$ cat config.mk
export PLATFORM = sky130hd
export DESIGN_NAME = psram_page_burst
export DESIGN_NICKNAME = d
export VERILOG_FILES = /design/src/rtl/psram_burst_pkg.sv /design/src/rtl/psram_burst_timer.sv /design/src/rtl/psram_burst_addr.sv /design/src/rtl/psram_page_burst.sv
export SDC_FILE = /design/constraint.sdc
export NUM_CORES = 1
export LEC_CHECK = 0
export ABC_AREA = 1
export ABC_CLOCK_PERIOD_IN_PS = 4500
export BUFFER_PORTS_ARGS = -buffer_cell sky130_fd_sc_hd__buf_2
export CAP_MARGIN = 20
export CORE_UTILIZATION = 50
export DETAILED_ROUTE_END_ITERATION = 10
export PLACE_DENSITY = 0.91
export SETUP_SLACK_MARGIN = 0.15
export SYNTH_ARGS = -nofsm -noshare
export SYNTH_HDL_FRONTEND = slang
export SYNTH_HIERARCHICAL = 1
export SYNTH_SLANG_ARGS = --single-unit
$ cat constraint.sdc
create_clock -name clk -period 4.5 [get_ports clk]
set_input_delay 0.675 -clock clk [delete_from_list [all_inputs] [get_ports clk]]
set_output_delay 0.675 -clock clk [all_outputs]
set_load 0.05 [all_outputs]
$ cat src/rtl/psram_burst_pkg.sv
package psram_burst_pkg;

  typedef enum logic [1:0] {
    S_IDLE  = 2'd0,
    S_FIRST = 2'd1,
    S_PAGE  = 2'd2,
    S_GAP   = 2'd3
  } burst_state_e;

  // number of words fetched for a length code
  function automatic logic [4:0] page_words(input logic [1:0] code);
    case (code)
      2'd0:    return 5'd4;
      2'd1:    return 5'd8;
      default: return 5'd16;
    endcase
  endfunction

  // address bits that are allowed to move inside a page
  function automatic logic [3:0] page_mask(input logic [1:0] code);
    case (code)
      2'd0:    return 4'h3;
      2'd1:    return 4'h7;
      default: return 4'hF;
    endcase
  endfunction

  // increment the page offset, wrapping inside the page
  function automatic logic [3:0] wrap_next(input logic [3:0] off, input logic [1:0] code);
    logic [3:0] m;
    m = page_mask(code);
    return (off & ~m) | ((off + 4'd1) & m);
  endfunction

endpackage

$ cat src/rtl/psram_burst_timer.sv
module psram_burst_timer #(
  parameter int CNT_W = 4
) (
  input  logic             clk,
  input  logic             rst_n,
  input  logic             load,
  input  logic [CNT_W-1:0] load_val,
  output logic             zero
);
  logic [CNT_W-1:0] cnt_q;

  always_ff @(posedge clk or negedge rst_n) begin
    if (!rst_n)              cnt_q <= '0;
    else if (load)           cnt_q <= load_val;
    else if (cnt_q != '0)    cnt_q <= cnt_q - 1'b1;
  end

  assign zero = (cnt_q == '0);
endmodule

$ cat src/rtl/psram_burst_addr.sv
module psram_burst_addr
  import psram_burst_pkg::*;
#(
  parameter int ADDR_W = 20
) (
  input  logic              clk,
  input  logic              rst_n,
  input  logic              load,
  input  logic [ADDR_W-1:0] load_addr,
  input  logic [1:0]        load_len,
  input  logic              step,
  output logic [ADDR_W-1:0] addr
);
  logic [ADDR_W-1:0] addr_q;
  logic [1:0]        len_q;

  always_ff @(posedge clk or negedge rst_n) begin
    if (!rst_n) begin
      addr_q <= '0;
      len_q  <= 2'd0;
    end else if (load) begin
      addr_q <= load_addr;
      len_q  <= load_len;
    end else if (step) begin
      addr_q[3:0] <= wrap_next(addr_q[3:0], len_q);
    end
  end

  assign addr = addr_q;
endmodule

$ cat src/rtl/psram_page_burst.sv
module psram_page_burst
  import psram_burst_pkg::*;
#(
  parameter int ADDR_W    = 20,
  parameter int DATA_W    = 16,
  parameter int FIRST_CYC = 7,
  parameter int PAGE_CYC  = 3,
  parameter int GAP_CYC   = 7
) (
  input  logic              clk,
  input  logic              rst_n,
  input  logic              req_valid,
  input  logic [ADDR_W-1:0] req_addr,
  input  logic [1:0]        req_len,
  output logic              busy,
  output logic [ADDR_W-1:0] mem_addr,
  output logic              mem_ce_n,
  output logic              mem_oe_n,
  output logic              mem_we_n,
  output logic              mem_ub_n,
  output logic              mem_lb_n,
  input  logic [DATA_W-1:0] mem_dq_in,
  output logic [DATA_W-1:0] rd_data,
  output logic              rd_valid,
  output logic              rd_last
);
  localparam int MAX_WIN = (FIRST_CYC > PAGE_CYC) ?
                           ((FIRST_CYC > GAP_CYC) ? FIRST_CYC : GAP_CYC) :
                           ((PAGE_CYC > GAP_CYC) ? PAGE_CYC : GAP_CYC);
  localparam int CNT_W   = $clog2(MAX_WIN + 1);
  localparam int LOW_MAX = FIRST_CYC + 15 * PAGE_CYC;
  localparam int LOW_W   = $clog2(LOW_MAX + 2);
  localparam logic [CNT_W-1:0] LD_FIRST = CNT_W'(FIRST_CYC - 1);
  localparam logic [CNT_W-1:0] LD_PAGE  = CNT_W'(PAGE_CYC - 1);
  localparam logic [CNT_W-1:0] LD_GAP   = CNT_W'(GAP_CYC - 1);

  burst_state_e     state_q;
  logic [3:0]       words_left_q;
  logic [4:0]       req_words;
  logic             in_window;
  logic             tmr_zero;
  logic             tmr_load;
  logic [CNT_W-1:0] tmr_val;

  // named internal events
  logic accept;
  logic win_end;
  logic last_word;
  logic step;

  assign req_words = page_words(req_len);
  assign in_window = (state_q == S_FIRST) || (state_q == S_PAGE);
  assign accept    = (state_q == S_IDLE) && req_valid;
  assign win_end   = in_window && tmr_zero;
  assign last_word = win_end && (words_left_q == 4'd0);
  assign step      = win_end && !last_word;

  always_comb begin
    tmr_load = accept || win_end;
    if (accept)         tmr_val = LD_FIRST;
    else if (last_word) tmr_val = LD_GAP;
    else                tmr_val = LD_PAGE;
  end

  psram_burst_timer #(.CNT_W(CNT_W)) u_timer (
    .clk      (clk),
    .rst_n    (rst_n),
    .load     (tmr_load),
    .load_val (tmr_val),
    .zero     (tmr_zero)
  );

  psram_burst_addr #(.ADDR_W(ADDR_W)) u_addr (
    .clk       (clk),
    .rst_n     (rst_n),
    .load      (accept),
    .load_addr (req_addr),
    .load_len  (req_len),
    .step      (step),
    .addr      (mem_addr)
  );

  always_ff @(posedge clk or negedge rst_n) begin
    if (!rst_n) begin
      state_q      <= S_IDLE;
      words_left_q <= 4'd0;
    end else begin
      case (state_q)
        S_IDLE: if (accept) begin
          state_q      <= S_FIRST;
          words_left_q <= 4'(req_words - 5'd1);
        end
        S_FIRST, S_PAGE: if (win_end) begin
          if (last_word) state_q <= S_GAP;
          else begin
            state_q      <= S_PAGE;
            words_left_q <= words_left_q - 4'd1;
          end
        end
        S_GAP: if (tmr_zero) state_q <= S_IDLE;
        default: state_q <= S_IDLE;
      endcase
    end
  end

  // capture in the last cycle of each access window
  always_ff @(posedge clk or negedge rst_n) begin
    if (!rst_n) begin
      rd_valid <= 1'b0;
      rd_last  <= 1'b0;
      rd_data  <= '0;
    end else begin
      rd_valid <= win_end;
      rd_last  <= last_word;
      if (win_end) rd_data <= mem_dq_in;
    end
  end

  assign busy     = (state_q != S_IDLE);
  assign mem_ce_n = !in_window;
  assign mem_oe_n = !in_window;
  assign mem_ub_n = !in_window;
  assign mem_lb_n = !in_window;
  assign mem_we_n = 1'b1;

  // observation counters for the assertions
  logic [LOW_W-1:0] ce_low_cnt;
  logic [CNT_W:0]   ce_high_cnt;
  always_ff @(posedge clk or negedge rst_n) begin
    if (!rst_n) begin
      ce_low_cnt  <= '0;
      ce_high_cnt <= (CNT_W+1)'(GAP_CYC);
    end else begin
      ce_low_cnt  <= mem_ce_n ? '0 : ce_low_cnt + 1'b1;
      if (!mem_ce_n)                               ce_high_cnt <= '0;
      else if (ce_high_cnt < (CNT_W+1)'(GAP_CYC))  ce_high_cnt <= ce_high_cnt + 1'b1;
    end
  end

  p_upper_fixed_r3: assert property (@(posedge clk) disable iff (!rst_n)
    (!mem_ce_n && $past(!mem_ce_n)) |-> (mem_addr[ADDR_W-1:4] == $past(mem_addr[ADDR_W-1:4])))
    else $error("upper address moved inside a burst");

  p_capture_window_r6: assert property (@(posedge clk) disable iff (!rst_n)
    rd_valid |-> $past(!mem_ce_n && !mem_oe_n))
    else $error("word captured outside an access window");

  p_last_with_valid_r2: assert property (@(posedge clk) disable iff (!rst_n)
    rd_last |-> rd_valid)
    else $error("last flag without a word");

  p_select_bound_r9: assert property (@(posedge clk) disable iff (!rst_n)
    ce_low_cnt <= LOW_W'(LOW_MAX))
    else $error("chip select held too long");

  p_recovery_gap_r8: assert property (@(posedge clk) disable iff (!rst_n)
    $fell(mem_ce_n) |-> ($past(ce_high_cnt) >= (CNT_W+1)'(GAP_CYC)))
    else $error("reselected before the recovery gap");

endmodule

==> metrics.txt <==
Slowest-stage cell, CP ha_1; gr ovfl total 0; Final nets 416; Syn Area/Cell ~8.0 um^2; routed via count 2,003; HPWL after DPL between 3000 and 4000 um; synth top area cells dfrtp_1 54%, nand2_1 25%, inv_1 3.4%; Routed WL 4790 um; sequential area share after synthesis 0.536; Post-synth EDFFs 0; maxcap violations 0; Yosys reg bits between 40 and 50; Die H ~70 um; Port Buffers 83; layout cell share with drive strength beyond 1 0.273; crit path cell chain inv_1 -> ha_1 -> inv_1 -> buf_2; Initial Util 0.522; startpoint types flip-flop; I/O pins 85; DR vias/cell approximately 4.7; critical path's most frequent cell inv_1; Max-slew headroom 0.559; clock root buffer clkbuf_8; Die ar. 0.00485 mm^2; Core ar. 0.00438 mm^2; pin count of the biggest net entering global routing 50; drt wl/cell 11.4 um; first-pass GRT wire length 8460 um; TritonCTS Buffers 5; CTS sink cnt 49; Async SR Flop Fraction 1.00; initial antenna violation count 0; gr usage total 0.217; Final Setup Violations 0; Mapped Cells roughly 290; Crit path largest cell delay slightly above 0.4 ns; RSZ-0062 raised after global routing no; Yosys warning count 6; Yosys top cell area share 0.536; nature of the critical path endpoint output port; crit path max fanout 8; met3 wire len 293 um; max-slew violations 0; H-tree Lvls 2; vias in the first global route 2,003; setup tns final 0 ns; CTS Buffer Depth 2; Critical Path AT 1.61 ns; Slew @ Worst Pin about 0.66 ns; worst skew pair latency about 0.30 ns; critical path class flip-flop to output port; fin crit share 0.508; clk_skew 0.00874 ns; fmax 437 MHz; Post-Syn Area between 0.002 and 0.0025 mm^2; drc violations 0; Hold Crit Class input port to asynchronous set/reset pin; Die Wd 69.7 um; GPL Wtd Cong ~0.83; ys flop type dfrtp_1; Clock transition at path regs about 0.09 ns; # Post-CTS Setup Buffers 0; initial DRC count 103; n_diodes 0; min cycle time layout 2.29 ns; WP data required 3.83 ns; post_cts resized 0; FP Rows 24; Non-Filler Instances 422; most common cell in the netlist nand2_1; Hold-fix buffers, CTS 0; most instantiated cells after synthesis 153 x nand2_1, 49 x dfrtp_1, 21 x inv_1; Area Overhead vs Synth 22.2%; synth unique cells 24; met2 WL 2300 um; Placed Cells between 400 and 500; metal1 wirelength roughly 2100 um; Fillers 386; Antenna Nets Post-Route 0; largest area contributor in the netlist dfrtp_1; Pre-Repair DR Iteration Count 4; outcome completed; Final Hold Viols 0; Top Layer Used met4; CTS tree built
## logic make-up (layout without fill, tap and decap cells)
group	Yosys count	count (layout)	synth area share
AO/OA/AOI/OAI	15	15	0.0361
XOR/XNOR	1	1	0.00383
adder cells (fa/ha/maj)	6	6	0.0328
buffers and inverters	36	117	0.0760
flip-flops	49	49	0.536
other	2	3	0.00328
AND/OR/NAND/NOR	179	179	0.313
## critical path: cells and delay by family, from the launching register on
family	cells	cell delay (ns)
adder cells (fa/ha/maj)	1	0.41
buffers and inverters	3	0.55
flip-flops	1	0.37
## per-stage QoR
| stage | setup WS, ns | hold WS [ns] | cell area (um^2) | util |
|---|---|---|---|---|
| floorplan | 2.37 | 0.379 | 2290 | - |
| global placement | 2.36 | 0.452 | 2690 | 0.614 |
| detailed placement | 2.28 | 0.454 | 2690 | 0.614 |
| CTS | 2.21 | 0.475 | 2780 | 0.634 |
| global route | 2.14 | 0.323 | 2800 | 0.638 |
| finish | 2.21 | 0.306 | 2800 | 0.638 |
## area by class of cell
type | instances | area [um^2] | area share
clock inverters | 1 | 7.51 | 0.00268
repair buffers | 84 | 435 | 0.156
flip-flops and latches | 49 | 1230 | 0.438
clock buffers | 7 | 76.3 | 0.0273
well taps | 52 | 65.1 | 0.0233
multi-input cells | 204 | 893 | 0.319
inverters | 25 | 93.8 | 0.0335
## metal layers
| metal | vias up | track usage |
|---|---|---|
| met1 | 902 | 0.272 |
| met5 | - | 0 |
| met2 | 66 | 0.367 |
| met4 | 0 | 0.0800 |
| li1 | 1028 | - |
| met3 | 7 | 0.0494 |
## state kept, by name (all words and copies together) (netlist names), named ones only
name           count
rd_last            1
rd_valid           1
words_left_q       4
state_q            2
rd_data           16
u_addr/len_q       2
u_addr/addr       18
u_timer/cnt_q      3
## worst paths after layout
path | startpoint | end | slack (ns) | cells past startpoint
worst max-delay path | state_q[0]$_DFFE_PN0P_ | mem_lb_n | 2.21 | 4
worst min register to register | u_addr/addr[17]$_DFFE_PN0P_ | u_addr/addr[17]$_DFFE_PN0P_ | 0.47 | 2
max in group asynchronous | rst_n | words_left_q[0]$_DFFE_PN0P_ | 3.68 | 2
worst min-delay path | rst_n | asynchronous set/reset pin | 0.31 | 1
min in group clk | u_addr/addr[17]$_DFFE_PN0P_ | u_addr/addr[17]$_DFFE_PN0P_ | 0.47 | 2
worst max register to register | state_q[0]$_DFFE_PN0P_ | flip-flop | 2.29 | 7
## cells in the final DEF, fill, tap and decap left out, types with 2 or more instances in the layout
master,count
a21oi_1,5
buf_2,83
clkbuf_1,2
clkbuf_8,5
conb_1,3
dfrtp_1,49
ha_1,6
inv_1,21
inv_2,3
nand2_1,153
nand2_2,3
nand3_1,11
nor2_1,7
nor2_4,2
o21ai_0,5
o21ai_1,2
Power is left out: the tool's default activity adds up to more than one toggle a clock period on the data nets, which glitch-free logic cannot reach.
